==> src/rtl/blpwm_pkg.sv <==
package blpwm_pkg;
    localparam int CFG_W    = 32;
    localparam int DUTY_W   = 4;
    localparam int DUTY_LSB = CFG_W - DUTY_W;
    localparam int DIV_LSB  = 16;
    localparam int PITCH_W  = 16;

    typedef enum logic [1:0] {
        ST_OFF  = 2'd0,
        ST_ON   = 2'd1,
        ST_REST = 2'd2
    } pwm_state_e;

    // Mask of the bits a write may change for a divider of the given width.
    function automatic logic [CFG_W-1:0] keep_mask(input int div_w);
        logic [CFG_W-1:0] m;
        for (int i = 0; i < CFG_W; i++) begin
            m[i] = !((i >= DIV_LSB + div_w) && (i < DUTY_LSB));
        end
        return m;
    endfunction
endpackage

==> src/rtl/blpwm_cfg_reg.sv <==
module blpwm_cfg_reg
    import blpwm_pkg::*;
#(
    parameter int DIV_W = 10
) (
    input  logic              clk_i,
    input  logic              rst_i,
    input  logic              wr_en_i,
    input  logic [CFG_W-1:0]  wr_data_i,
    output logic [CFG_W-1:0]  cfg_o,
    output logic [DUTY_W-1:0] duty_o,
    output logic [DIV_W-1:0]  div_o
);
    localparam logic [CFG_W-1:0] KEEP = keep_mask(DIV_W);

    logic [CFG_W-1:0] cfg_q;

    always_ff @(posedge clk_i) begin
        if (rst_i) begin
            cfg_q <= '0;
        end else if (wr_en_i) begin
            cfg_q <= wr_data_i & KEEP;
        end
    end

    always_comb begin
        cfg_o  = cfg_q;
        duty_o = cfg_q[DUTY_LSB +: DUTY_W];
        div_o  = cfg_q[DIV_LSB +: DIV_W];
    end

    // Bits between the divider and the duty code must never hold a one.
    assert_rsv_zero_R2: assert property (@(posedge clk_i) disable iff (rst_i)
        (cfg_o & ~KEEP) == '0)
        else $error("reserved configuration bits set");
endmodule

==> src/rtl/blpwm_span.sv <==
module blpwm_span
    import blpwm_pkg::*;
#(
    parameter int DIV_W = 10
) (
    input  logic [DUTY_W-1:0] duty_i,
    input  logic [DIV_W-1:0]  div_i,
    output logic [DIV_W:0]    last_o,
    output logic [DIV_W:0]    high_o,
    output logic              live_o
);
    localparam int PER_W  = DIV_W + 1;
    localparam int PROD_W = PER_W + DUTY_W;

    logic [PER_W-1:0]  period;
    logic [PROD_W-1:0] prod;

    always_comb begin
        period = {div_i, 1'b0};
        last_o = period - PER_W'(1);
        prod   = PROD_W'(period) * PROD_W'(duty_i);
        high_o = prod[PROD_W-1:DUTY_W];
        live_o = (div_i != '0) && (duty_i != '0);
    end
endmodule

==> src/rtl/blpwm_seq.sv <==
module blpwm_seq
    import blpwm_pkg::*;
#(
    parameter int DIV_W = 10
) (
    input  logic              clk_i,
    input  logic              rst_i,
    input  logic              tick_i,
    input  logic [DUTY_W-1:0] new_duty_i,
    input  logic [DIV_W-1:0]  new_div_i,
    output logic              pwm_o
);
    localparam int CNT_W = DIV_W + 1;

    pwm_state_e        state_q, state_d;
    logic [CNT_W-1:0]  cnt_q, cnt_d, cnt_inc;
    logic [DUTY_W-1:0] act_duty_q;
    logic [DIV_W-1:0]  act_div_q;
    logic              load;
    pwm_state_e        start_state;

    logic [CNT_W-1:0] span_last [2];
    logic [CNT_W-1:0] span_high [2];
    logic             span_live [2];
    logic [DUTY_W-1:0] span_duty [2];
    logic [DIV_W-1:0]  span_div  [2];

    assign span_duty[0] = act_duty_q;
    assign span_div[0]  = act_div_q;
    assign span_duty[1] = new_duty_i;
    assign span_div[1]  = new_div_i;

    // Index 0 measures the running period, index 1 the pending settings.
    for (genvar g = 0; g < 2; g++) begin : g_span
        blpwm_span #(.DIV_W(DIV_W)) span_i (
            .duty_i (span_duty[g]),
            .div_i  (span_div[g]),
            .last_o (span_last[g]),
            .high_o (span_high[g]),
            .live_o (span_live[g])
        );
    end

    always_comb begin
        if (!span_live[1])            start_state = ST_OFF;
        else if (span_high[1] == '0)  start_state = ST_REST;
        else                          start_state = ST_ON;
    end

    always_comb begin
        state_d = state_q;
        cnt_d   = cnt_q;
        cnt_inc = cnt_q + CNT_W'(1);
        load    = 1'b0;
        if (tick_i) begin
            unique case (state_q)
                ST_OFF: begin
                    load    = 1'b1;
                    cnt_d   = '0;
                    state_d = start_state;
                end
                ST_ON, ST_REST: begin
                    if (cnt_q == span_last[0]) begin
                        load    = 1'b1;
                        cnt_d   = '0;
                        state_d = start_state;
                    end else begin
                        cnt_d = cnt_inc;
                        if (state_q == ST_ON && cnt_inc == span_high[0]) begin
                            state_d = ST_REST;
                        end
                    end
                end
                default: state_d = ST_OFF;
            endcase
        end
    end

    always_ff @(posedge clk_i) begin
        if (rst_i) begin
            state_q    <= ST_OFF;
            cnt_q      <= '0;
            act_duty_q <= '0;
            act_div_q  <= '0;
        end else begin
            state_q <= state_d;
            cnt_q   <= cnt_d;
            if (load) begin
                act_duty_q <= new_duty_i;
                act_div_q  <= new_div_i;
            end
        end
    end

    always_comb begin
        pwm_o = (state_q == ST_ON);
    end

    // Nothing moves between reference ticks.
    assert_tick_gate_R3: assert property (@(posedge clk_i) disable iff (rst_i)
        !tick_i |=> ($stable(pwm_o) && $stable(cnt_q)))
        else $error("period advanced without a tick");

    // High only inside the leading part of the period.
    assert_high_window_R4: assert property (@(posedge clk_i) disable iff (rst_i)
        pwm_o |-> (cnt_q < span_high[0]))
        else $error("output high past its high time");

    // Zero divider or zero duty never lights the output.
    assert_dark_R6: assert property (@(posedge clk_i) disable iff (rst_i)
        (act_div_q == '0 || act_duty_q == '0) |-> !pwm_o)
        else $error("output high with zero setting");

    // Running settings hold until the period ends.
    assert_hold_cfg_R7: assert property (@(posedge clk_i) disable iff (rst_i)
        (state_q != ST_OFF && cnt_q != span_last[0])
            |=> ($stable(act_div_q) && $stable(act_duty_q)))
        else $error("settings changed mid-period");
endmodule

==> src/rtl/blpwm_top.sv <==
module blpwm_top
    import blpwm_pkg::*;
#(
    parameter int DIV_W = 10
) (
    input  logic        clk_i,
    input  logic        rst_i,
    input  logic        wr_en_i,
    input  logic [31:0] wr_data_i,
    output logic [31:0] rd_data_o,
    input  logic        tick_i,
    output logic        pwm_o
);
    logic [DUTY_W-1:0] duty;
    logic [DIV_W-1:0]  div;

    blpwm_cfg_reg #(.DIV_W(DIV_W)) cfg_i (
        .clk_i     (clk_i),
        .rst_i     (rst_i),
        .wr_en_i   (wr_en_i),
        .wr_data_i (wr_data_i),
        .cfg_o     (rd_data_o),
        .duty_o    (duty),
        .div_o     (div)
    );

    blpwm_seq #(.DIV_W(DIV_W)) seq_i (
        .clk_i      (clk_i),
        .rst_i      (rst_i),
        .tick_i     (tick_i),
        .new_duty_i (duty),
        .new_div_i  (div),
        .pwm_o      (pwm_o)
    );
endmodule

==> config.mk <==
export PLATFORM = sky130hd
export DESIGN_NAME = blpwm_top
export DESIGN_NICKNAME = d
export VERILOG_FILES = /design/src/rtl/blpwm_pkg.sv /design/src/rtl/blpwm_cfg_reg.sv /design/src/rtl/blpwm_span.sv /design/src/rtl/blpwm_seq.sv /design/src/rtl/blpwm_top.sv
export SDC_FILE = /design/constraint.sdc
export NUM_CORES = 1
export LEC_CHECK = 0
export CORE_ASPECT_RATIO = 0.9
export CORE_MARGIN = 2
export CORE_UTILIZATION = 35
export CTS_BUF_LIST = sky130_fd_sc_hd__clkbuf_4 sky130_fd_sc_hd__clkbuf_8
export DETAILED_ROUTE_END_ITERATION = 6
export DONT_BUFFER_PORTS = 1
export SKIP_CTS_REPAIR_TIMING = 1
export SLEW_MARGIN = 15
export SYNTH_ARGS = -nofsm -noshare
export SYNTH_HDL_FRONTEND = slang
export SYNTH_SLANG_ARGS = --single-unit
==> constraint.sdc <==
create_clock -name clk_i -period 6.5 [get_ports clk_i]
set_clock_uncertainty 0.05 [all_clocks]
set_input_delay 0.325 -clock clk_i [delete_from_list [all_inputs] [get_ports clk_i]]
set_output_delay 0.325 -clock clk_i [all_outputs]
set_load 0.02 [all_outputs]
Word level (Yosys, flattened, before mapping)

Index checks and enable logic that the tools add are counted.

Input port bits: 36
Memory bits (read-only): 0
Latch bits: 0
Word-level logic and storage cells: 34
Output and inout port bits: 33
RAM bits: 0
Register bits: 57
Memories: 0

Mux-type cells: 10
Divide/modulo/power cells: 0
Multiply operators: 2
$lt $le $gt $ge: 0
$add $sub $neg: 2
Equality and inequality tests: 5
Shift-type cells: 0
Bitwise logic cells: 0
Reductions and logical operators: 10

Operators with widths:

| operator                                                                 | count |
|---|---|
| 10-bit by 4-bit multiplier with 14-bit output                            | 2 |
| 11-bit equality test                                                     | 2 |
| 11-bit one-hot mux with 2 select lines                                   | 1 |
| 11-bit by 1-bit adder with 11-bit output (second input constant)         | 1 |
| 11-bit zero test                                                         | 1 |
| 11-bit two-way mux                                                       | 1 |
| 11-bit by 1-bit subtractor with 11-bit output (second input constant)    | 1 |
| 10-bit nonzero test                                                      | 1 |
| 2-bit two-way mux                                                        | 4 |
| 2-bit one-hot mux with 2 select lines                                    | 1 |
| 2-bit AND reduction                                                      | 2 |
| 4-bit nonzero test                                                       | 1 |
| 3-bit by 1-bit inequality test with 1-bit output (second input constant) | 1 |
| 2-bit by 1-bit equality test with 1-bit output (second input constant)   | 1 |
| 2-bit equality test (second input constant)                              | 1 |
| 1-bit logical AND                                                        | 2 |
| 2-bit zero test                                                          | 1 |
| 1-bit two-way mux                                                        | 2 |
| 1-bit one-hot mux with 2 select lines                                    | 1 |
| 2-bit nonzero test                                                       | 1 |
| 2-bit OR reduction                                                       | 1 |

Depth between registers and ports, before layout

Gate-level depths: netlist of the first run.

Depth after elaboration: 6
Mapped depth: 16
Mapped depth without buffers: 15

Hierarchy

A second synthesis of the first run with hierarchy kept.

Cell total of the unflattened synthesis: 683
Area, all modules: 5733.0 sq um

By module, submodules not included:

| module                              | sequential area each (sq um) | cells each | area an instance (sq um) | instances |
|---|---|---|---|---|
| blpwm_seq                           | 540.5                        | 202        | 1767.9                   | 1 |
| blpwm_span (seq_i.g_span[0].span_i) | 0.0                          | 184        | 1387.6                   | 1 |
| blpwm_span (seq_i.g_span[1].span_i) | 0.0                          | 183        | 1357.6                   | 1 |
| blpwm_cfg_reg                       | 600.6                        | 114        | 1219.9                   | 1 |

Least setup slack after synthesis of the first run

No wires, ideal clock.

Path kind: reg2reg
Start point: register cfg_i.cfg_q[31], in the netlist cfg_i.cfg_o[31]
End point: register seq_i.state_q[1]
Required time: 6.333 ns
Arrival time: 3.723 ns
Path buffers: 1
Period minus slack after synthesis: 3.890 ns
Library setup time: 0.117 ns
Stages on the path, launching flop included: 15
Slack: 2.610 ns
Cell sequence: dfxtp_1 clkbuf_1 nand2_1 fa_1 inv_1 fa_1 ha_1 a21o_1 a211oi_1 or4b_1 o221ai_1 nor4_1 nand4_1 o21ai_1 a32o_1

Longest elaborated chain between the ends: 6
Elaborated cells on any way between the ends: 8
Classes of those cells: mul (1); mux (4); reduce/logical (3)

Ends and longest elaborated chain:

| element                                       | line                | text |
|---|---|---|
| start: declaration                            | blpwm_cfg_reg.sv:16 | `logic [CFG_W-1:0] cfg_q;` |
| start signal: assignment                      | blpwm_cfg_reg.sv:22 | `cfg_q <= wr_data_i & KEEP;` |
| 10-bit by 4-bit multiplier with 14-bit output | blpwm_span.sv:21    | `prod = PROD_W'(period) * PROD_W'(duty_i);` |
| 11-bit zero test                              | blpwm_seq.sv:46     | `else if (span_high[1] == '0) start_state = ST_REST;` |
| 2-bit two-way mux                             | blpwm_seq.sv:46     |  |
| 2-bit two-way mux (*)                         | blpwm_seq.sv:45     | `if (!span_live[1]) start_state = ST_OFF;` |
| 2-bit two-way mux                             | blpwm_seq.sv:63     | `if (cnt_q == span_last[0]) begin` |
| 2-bit one-hot mux with 2 select lines (*)     | blpwm_seq.sv:56     | `unique case (state_q)` |
| end signal: assignment                        | blpwm_seq.sv:86     | `state_q <= state_d;` |
| end: declaration                              | blpwm_seq.sv:15     | `pwm_state_e state_q, state_d;` |

Every way passes the cells marked *; elsewhere a longest branch is shown, timed or not.
A chain may end at the register's enable or synchronous reset.

Final worst setup path of the first run

Ends and elaborated chain as after synthesis.

==> run metrics, run 1 <==
drt wl/cell=15.55 um; first-pass GRT wire length=~22 mm; Die ar.=0.01642 mm^2; grt ovf=0; Max Slew Vio Count=0; CTS Root Cell=clkbuf_8; Leakage=~2.5 nW; Mapped Area=0.005394 mm^2; Area Overhead vs Synth=5.660%; first-pass iteration count of the detailed router=5; initial core utilization=between 30% and 40%; All-Layer GR Usage=~16%; Async S/R FF share, synth=0%; number of global-route vias before repair=~4500; area of the multi-input gates=0.003890 mm^2; Vias/cell=~5.4; Initial DRC Count=~230; most used flip-flop cell after synthesis=dfxtp_1; Final Wtd Congestion=a little over 0.8; Final ANT Viol Nets=0; RSZ-0062 raised after global routing=no; Synth Area per Inst=just over 8 um^2; largest net degree at the start of global routing=60; commonest cells after routing, fill and taps aside=71 x nand2_1, 59 x nor2_1, 57 x dfxtp_1, 45 x inv_1, 44 x a21oi_1; Peak VDD IR=roughly 0.00015 V; critical path data arrival time=approximately 4.8 ns; maximum clock frequency=218.5 MHz; Tot Pwr=about 0.00096 W; status=finished, final reports clean; Cell Pwr Density=169.2 mW/mm^2; Ports=between 60 and 70; core area=approximately 0.015 mm^2; hpwl dp=between 9 and 10 mm; number of flops mapped to enable cells by yosys=0; CTS tree=built; final setup violating endpoints=0; crit path kind=register to register; I/O Buffers=0; Max-Cap Viols=0; Via Count=~4500; Seq/Total Area, Yosys=21.16%; Ys Warns=0; DRC viols=0; crit path capture type=register; Worst-Skew Late Latency=about 0.34 ns; Synth cell types=65; net count reported at finish=roughly 740; Sum Neg Setup Slack=0 ns; layout cells sized above 1=between 5 and 6%; CP Launch Type=register; clk slew on worst S/H paths=about 0.080 ns; Slew HR=between 50% and 60%; CP Data Required Time=between 6 and 7 ns; number of CTS-inserted buffers=9; period utilization=between 70% and 80%; initial antenna violation count=0; htree depth=3; CP max FO=14; most common cell after layout, fill and taps aside=nand2_1; class of the tightest hold or removal check=input pin to register; filler cell count=roughly 1500; clock sinks=57; Hold Vio Cnt, Final=0; clk buf depth=2; FF+latch count, synth=57; Detailed Route WL=~13 mm; Tmin final=between 4 and 5 ns; chip height=~120 um; Rows=between 40 and 50; DIE WIDTH=134.9 um; Slew @ Worst Pin=~0.7 ns; Reg area=approximately 0.0011 mm^2; Antenna diodes=0; Cells after Synth=about 660
-- state kept, by name, indices dropped and copies added, names as in the netlist --
register / count
cfg_i.cfg_o: 30
seq_i.act_div_q: 10
seq_i.act_duty_q: 4
seq_i.cnt_q: 11
seq_i.state_q: 2
-- stage by stage --
step / area (um^2) / instances / setup WS, ns / util, % / hold slack (ns)
after floorplan: 5398 / 657 / 2.610 / - / 0.4083
after global placement: 5460 / 821 / 2.108 / 35.86 / 0.3531
after detailed placement: 5460 / 821 / 1.935 / 35.86 / 0.3534
after CTS: 5669 / 837 / 1.924 / 37.23 / -0.01841
after global routing: 5699 / 839 / 1.551 / 37.43 / 0.05413
final: 5699 / 839 / 1.923 / 37.43 / 0.07839
-- final cells by class --
type / count / share of cell area, %
Clock inverter: 7 / 1.493
Timing Repair Buffer: 3 / 0.6586
Multi-Input combinational cell: 516 / 68.25
Sequential cell: 57 / 20.02
Clock buffer: 9 / 2.173
Inverter: 45 / 2.964
Tap cell: 202 / 4.435
-- per-layer routing --
| metal | vias to the layer above | track usage [%] | routed length [um] |
|---|---|---|---|
| met2 | 155 | 27.13 | 6065 |
| met4 | 0 | 5.132 | 289 |
| met5 | - | 0 | 0 |
| met3 | 20 | 3.787 | 835 |
| met1 | 2186 | 21.23 | 5858 |
| li1 | 2175 | - | - |
-- cells in the mapped netlist (17+ instances only) --
cell      number  area [um^2]
a21oi_1       44        220.2
and2_1        31        193.9
clkbuf_1      18        67.56
dfxtp_1       57         1141
fa_1          32        640.6
ha_1          38        475.5
inv_1         45        168.9
mux2i_1       33        330.3
nand2_1       71        266.5
nand3_1       17        85.08
nor2_1        59        221.5
o21ai_0       28        140.1
xnor2_1       31        271.5
-- logic make-up after synthesis --
logic type / count (synthesis) / synth area share (%)
fa+ha+maj: 70 / 20.69
compound gates: 119 / 13.96
mux: 33 / 6.124
flops: 57 / 21.16
xor+xnor: 47 / 7.771
buf+inv: 84 / 6.796
simple gates: 245 / 23.43
other cells: 1 / 0.06952
-- worst paths after layout --
path | from | endpoint | slack (ns) | cells after the start
worst min register to register | seq_i.state_q[0] | seq_i.state_q[0] | 0.47 | 2
worst max register to register | cfg_i.cfg_o[31] | seq_i.state_q[1] | 1.92 | 13
worst min-delay path | wr_data_i[14] | cfg_i.cfg_o[14] | 0.08 | 2
worst max-delay path | cfg_i.cfg_o[31] | seq_i.state_q[1] | 1.92 | 13
-- worst max-delay path, stage by stage (launching register included) --
cell and delay, ns:
dfxtp_1 0.79, nand2_1 0.18, fa_1 0.53, fa_1 0.55
inv_1 0.04, ha_1 0.33, nand4_1 0.10, o21ai_0 0.36
a21boi_0 0.29, or4_1 0.52, nand3_1 0.10, nand4_1 0.24
o21ai_1 0.23, a32o_1 0.19
-- report_power, final --
group | switching (W) | total [W] | internal [W]
clock network | 0.000171 | 0.000356 | 0.000185
logic | 0.000110 | 0.000188 | 0.0000780
registers | 0.0000527 | 0.000420 | 0.000368
No activity file was read; power rests on OpenSTA's default activity.
==> run 2, diff against run 1 <==
==> constraint.sdc (replaced) <==
create_clock -name clk_i -period 4.2 [get_ports clk_i]
set_clock_uncertainty 0.05 [all_clocks]
set_input_delay 0.21 -clock clk_i [delete_from_list [all_inputs] [get_ports clk_i]]
set_output_delay 0.21 -clock clk_i [all_outputs]
set_load 0.02 [all_outputs]
==> run 2 against run 1 <==
The run now ends with hold timing left. Flip-flop and latch count unchanged. Register-to-register slack worse by 1.7 ns. Hold slack worse by 0.10 ns. Via count up 3.7%. Combinational power up 110%. Sequential power up 48%. Global-route usage down 0.54 points. Die area unchanged. First-iteration DRC count down 25%.
==> run metrics, run 2 (same netlist as run 1, synthesis figures left out) <==
status=finished with violations; failing checks=hold timing; initial core utilization=35.43% (unchanged); Vias/cell=5.200 (-3.8%); clock share of power=38.9% (+2.0 points); hold worst-path end=cfg_i.cfg_o[18]; R2R Path Start=seq_i.act_duty_q[2]; Hold Vio Cnt, Final=4 (+4); chain of cells forming the critical path=nand2_1, fa_1, inv_1, fa_1, ha_1, nand4_1, o21ai_1, a41oi_1, o31ai_1, xnor2_1, nand4_1, o31a_1, a32o_1; CTS tree=built; Final Cell Area=0.006352 mm^2 (+11%); Tmin final=4.024 ns (-0.5532 ns); Max Slew Vio Count=0 (unchanged); Cell Pwr Density=259.8 mW/mm^2 (+54%); number of CTS-inserted buffers=9 (unchanged); hpwl dp=9.997 mm (+3.7%); Initial DRC Count=174 (-25%); Via Count=4706 (+3.7%); Slowest-stage cell, CP=fa_1; chip height=121.8 um (unchanged); htree depth=3 (unchanged); CP Launch Type=register; CP Depth=13 (unchanged); number of flip-flops under the largest register name=30 (unchanged); All-Layer GR Usage=15.84% (-0.54 points); Ports=69 (unchanged); hold slack=-0.02124 ns (-0.09963 ns); I/O Buffers=0 (unchanged); Sum Neg Setup Slack=0 ns (unchanged); Area Overhead vs Synth=17.77%; Reg power frac=37.7% (-5.9 points); GRT met3 Usage=3.329% (-0.46 points); Final Core Density=41.72% (+4.3 points); met1 Resource Use GR=20.87% (-0.36 points); Pint=0.001158 W (+84%); crit path capture type=register; Die ar.=0.01642 mm^2 (unchanged); period utilization=95.82% (+25 points); clock sinks=57 (unchanged); FF-to-FF path depth=13 (unchanged); layout cells sized above 1=9.246% (+3.9 points); grt ovf=0 (unchanged); DIE WIDTH=134.9 um (unchanged); worst hold start=wr_data_i[18]; Slew HR=56.22% (+4.4 points); Reg-to-Reg End=seq_i.state_q[1]; Worst path top cell family by delay=adder cells; CP Data Required Time=4.38 ns (-2.35 ns); class of the tightest hold or removal check=input pin to register; GR Util met2=25.76% (-1.4 points); most common cell after layout, fill and taps aside=nand2_1; GR peak layer=met2; Final Wtd Congestion=0.8441 (+3.2%); Reg area=0.001147 mm^2 (+0.55%); core area=0.01523 mm^2 (unchanged); Slew @ Worst Pin=0.6568 ns (-0.05617 ns); commonest cells after routing, fill and taps aside=71 x nand2_1, 59 x nor2_1, 52 x dfxtp_1, 45 x inv_1, 44 x a21oi_1; initial antenna violation count=0 (unchanged); Min-Delay Path Depth=2 (unchanged); Worst-Skew Late Latency=0.34 ns (about the same); first-pass GRT wire length=20.98 mm (-4.0%); maximum clock frequency=248.5 MHz (+14%); CP max FO=8 (-6); RSZ-0062 raised after global routing=no; combinational cell fraction of total power=23.4% (+3.9 points); area of the multi-input gates=0.003892 mm^2 (about the same); flop2flop setup slack=0.18 ns (-1.75 ns); drt wl/cell=15.05 um (-3.2%); Final ANT Viol Nets=0 (unchanged); critical path data arrival time=4.20 ns (-0.61 ns); number of global-route vias before repair=4371 (-2.9%); Antenna diodes=0 (unchanged); final setup violating endpoints=0 (unchanged); worst path bufs/invs=1 (unchanged); first-pass iteration count of the detailed router=5 (unchanged); Sw Ratio=29.84% (-4.8 points); filler cell count=1486 (-3.6%); DRC viols=0 (unchanged); largest net degree at the start of global routing=60 (unchanged); Max-Cap Viols=0 (unchanged); clk slew on worst S/H paths=0.07 ns (about the same); DP Area=0.005640 mm^2 (+3.3%); Detailed Route WL=13.62 mm (+4.4%); clk buf depth=2 (unchanged); Rows=43 (unchanged); CTS Root Cell=clkbuf_8; Psw=0.0004925 W (+48%); crit path kind=register to register; Leakage=2.816 nW (+12%); largest stage delay on the critical path=0.52 ns (-0.27 ns); Peak VDD IR=0.0002548 V (+73%); net count reported at finish=804 (+8.9%)
run 2: changes by cell type in the layout (fill, tap and decap cells not counted), sizes merged:
| cell | previous run | this run |
|---|---|---|
| bufinv | 1 | 3 |
| clkbuf | 9 | 11 |
| dlygate4sd3 | 1 | 42 |
| inv | 49 | 45 |
| clkinvlp | 0 | 1 |
| clkinv | 2 | 1 |
| buf | 2 | 27 |
run 2: worst max path at each step:
| stage | from | end | slack, ns |
|---|---|---|---|
| 6_report | seq_i.act_duty_q[2] | seq_i.state_q[1] | 0.18 |
| 5_1_grt | seq_i.act_div_q[2] | seq_i.state_q[1] | 0.0009 |
| 4_1_cts | seq_i.act_duty_q[1] | seq_i.state_q[1] | 0.01 |
| 3_5_place_dp | seq_i.act_duty_q[1] | seq_i.state_q[1] | 0.007 |
| 3_3_place_gp | seq_i.act_div_q[2] | seq_i.state_q[1] | 0.23 |
| 2_1_floorplan | cfg_i.cfg_o[31] | seq_i.state_q[1] | 0.31 |
run 2: layout make-up:
type / instances / share of cell area [%]
Sequential cell: 57 / 18.06
Tap cell: 202 / 3.979
Inverter: 45 / 2.659
Clock buffer: 11 / 2.285
Multi-Input combinational cell: 516 / 61.28
Timing Repair Buffer: 69 / 10.12
Clock inverter: 5 / 1.615
run 2: metal layers:
metal,up-vias,routed length (um)
met4,0,259
met5,-,0
li1,2303,-
met2,117,6381
met1,2268,6383
met3,18,594
run 2: through the flow:
step,setup WS [ns],total power [W],instances
floorplan,0.3099,0.0008981,657
global placement,0.2264,0.0009495,845
detailed placement,0.006685,0.0009600,845
CTS,0.01134,0.001601,861
global route,0.0009375,0.001730,905
finish,0.1757,0.001650,905
run 2: power groups by stage:
| stage | combinational, W | clock [W] | sequential, W |
|---|---|---|---|
| after floorplan | 0.000271 | 0 | 0.000627 |
| after global placement | 0.000318 | 0 | 0.000631 |
| after detailed placement | 0.000327 | 0 | 0.000633 |
| after CTS | 0.000329 | 0.000651 | 0.000621 |
| after global routing | 0.000425 | 0.000677 | 0.000628 |
| final | 0.000386 | 0.000642 | 0.000623 |
run 2: worst register-to-register path, cell delays in order (launching register included):
cell and delay, ns:
dfxtp_1 0.49, nand2_1 0.12, fa_1 0.52, inv_1 0.06, fa_1 0.48, ha_1 0.38
nand4_1 0.12, o21ai_1 0.27, a41oi_1 0.19, o31ai_1 0.37, xnor2_1 0.17, nand4_1 0.16
o31a_1 0.31, a32o_1 0.22
==> run 3, diff against run 2 <==
--- a/config.mk
+++ b/config.mk
@@ -15,4 +15,5 @@
 export SLEW_MARGIN = 15
 export SYNTH_ARGS = -nofsm -noshare
 export SYNTH_HDL_FRONTEND = slang
+export SYNTH_HIERARCHICAL = 1
 export SYNTH_SLANG_ARGS = --single-unit
==> run 3 against run 2 <==
The run ends with hold timing, setup timing left. Design area up 9.2%. Critical path depth up 1. Core utilization up 2.9 points. Hold slack worse by 0.0063 ns. Non-clock buffer count up 52. Routed wire length up 1.1%. First-iteration DRC count up 9.8%. Final cell count up 5.1%. Sequential share of layout area down 1.3 points. Critical path type unchanged.
==> run metrics, run 3 <==
status=finished with violations; failing checks=hold timing, setup timing; Final ANT Viol Nets=0 (unchanged); number of flip-flops under the largest register name=30 (unchanged); initial antenna violation count=0 (unchanged); chip height=124.0 um (+1.8%); hold slack=-0.02758 ns (-0.006339 ns); first-pass GRT wire length=20.56 mm (-2.0%); clock sinks=57 (unchanged); Cell Pwr Density=228.2 mW/mm^2 (-12%); CTS Root Cell=clkbuf_8; DIE WIDTH=137.3 um (+1.8%); Peak VDD IR=0.0002508 V (-1.6%); Via Count=4548 (-3.4%); CP Data Required Time=4.39 ns (about the same); Tot Pwr=0.001584 W (-4.0%); Tmin final=4.225 ns (+0.2009 ns); DP Area=0.005982 mm^2 (+6.1%); Ports=69 (unchanged); Mapped Area=0.005597 mm^2 (+3.8%); Detailed Route WL=13.77 mm (+1.1%); Reg area=0.001161 mm^2 (+1.2%); most common cell after layout, fill and taps aside=inv_1; worst slack at placement=-0.2113 ns (-0.2180 ns); core area=0.01555 mm^2 (+2.1%); initial core utilization=35.99% (+0.57 points); clk buf depth=2 (unchanged); number of global-route vias before repair=4130 (-5.5%); grt ovf=0 (unchanged); DRC viols=0 (unchanged); filler cell count=1507 (+1.4%); Final Wtd Congestion=0.8268 (-2.0%); Antenna diodes=0 (unchanged); number of CTS-inserted buffers=9 (unchanged); setup ws final=-0.02513 ns (-0.2009 ns); flop2flop setup slack=-0.03 ns (-0.20 ns); crit path capture type=register; crit path kind=register to register; class of the tightest hold or removal check=input pin to register; Area Overhead vs Synth=23.99%; drt wl/cell=14.48 um (-3.8%); Initial DRC Count=191 (+9.8%); All-Layer GR Usage=15.37% (-0.48 points); first-pass iteration count of the detailed router=4 (-1); Synth Area per Inst=8.480 um^2 (+3.1%); maximum clock frequency=236.7 MHz (-4.8%); Final Cell Area=0.006939 mm^2 (+9.2%); CP Launch Type=register; commonest cells after routing, fill and taps aside=69 x inv_1, 68 x buf_4, 67 x nor2_1, 52 x dlygate4sd3_1, 50 x nand2_1; Slew @ Worst Pin=0.6639 ns (+0.007174 ns); Max Slew Vio Count=0 (unchanged); Max-Cap Viols=0 (unchanged); final setup violating endpoints=2 (+2); largest net degree at the start of global routing=59 (-1.7%); Vias/cell=4.782 (-8.0%); period utilization=100.6% (+4.8 points); Worst-Skew Late Latency=0.36 ns (+0.02 ns); area of the multi-input gates=0.004000 mm^2 (+2.8%); critical path data arrival time=4.42 ns (+0.22 ns); net count reported at finish=850 (+5.7%); Hold Vio Cnt, Final=5 (+1); Leakage=3.190 nW (+13%); Sum Neg Setup Slack=-0.04070 ns (-0.04070 ns); layout cells sized above 1=18.29% (+9.0 points); Die ar.=0.01702 mm^2 (+3.6%); htree depth=3 (unchanged); hpwl dp=10.12 mm (+1.2%); Cells after Synth=660 (+0.61%); I/O Buffers=0 (unchanged); RSZ-0062 raised after global routing=yes; Slew HR=55.74% (-0.48 points); CTS tree=built; clk slew on worst S/H paths=0.07 ns (about the same); Ys Warns=6 (+6); CP max FO=8 (unchanged); Rows=43 (unchanged)
==> run 3: cell count changes in the layout (fill, tap and decap cells not counted), moves of 14 or more <==
| cell | delta |
|---|---|
| nand2_1 | -21 |
| buf_4 | +42 |
| a21oi_1 | -14 |
| and2_1 | +17 |
| inv_1 | +24 |
==> run 3: power breakdown <==
| part | internal (W) | switching [W] |
|---|---|---|
| clock | 0.000291 | 0.000254 |
| sequential | 0.000570 | 0.0000450 |
| combinational | 0.000206 | 0.000218 |
| total | 0.00107 | 0.000517 |
==> run 3: critical path, stage by stage (launching register included) <==
cell	delay [ns]
dfxtp_4	0.38
nand2_2	0.07
fa_1	0.49
fa_1	0.56
inv_2	0.05
fa_2	0.38
a21o_1	0.23
a2111oi_4	0.42
buf_4	0.18
xnor2_1	0.13
xor2_1	0.22
xnor2_1	0.12
a2111oi_4	0.37
a32oi_1	0.17
a32o_1	0.30
==> run 3: area by class of cell <==
cell class / count / share of cell area [%]
Inverter: 70 / 3.787
Tap cell: 202 / 3.642
Clock buffer: 10 / 1.983
Clock inverter: 6 / 0.9556
Timing Repair Buffer: 121 / 15.25
Multi-Input combinational cell: 485 / 57.65
Sequential cell: 57 / 16.73
==> run 3: worst paths after layout <==
check,start,end,cells after the start
min,wr_data_i[17],cfg_i/cfg_o[17],2
min reg2reg,seq_i/state_q[0],seq_i/state_q[0],2
max,seq_i/act_duty_q[2],seq_i/state_q[1],14
max reg2reg,seq_i/act_duty_q[2],seq_i/state_q[1],14
==> run 3: metal layers <==
metal / track usage [%] / up-vias / wire length [um]
met4: 4.059 / 0 / 189
met2: 22.95 / 116 / 6057
met5: 0 / - / 0
met3: 4.111 / 20 / 819
li1: - / 2326 / -
met1: 21.87 / 2086 / 6703
==> run 3: per-stage QoR <==
| step | cells | util (%) |
|---|---|---|
| floorplan | 661 | - |
| global placement | 877 | 38.47 |
| detailed placement | 877 | 38.47 |
| CTS | 893 | 39.78 |
| global route | 951 | 44.63 |
| finish | 951 | 44.63 |
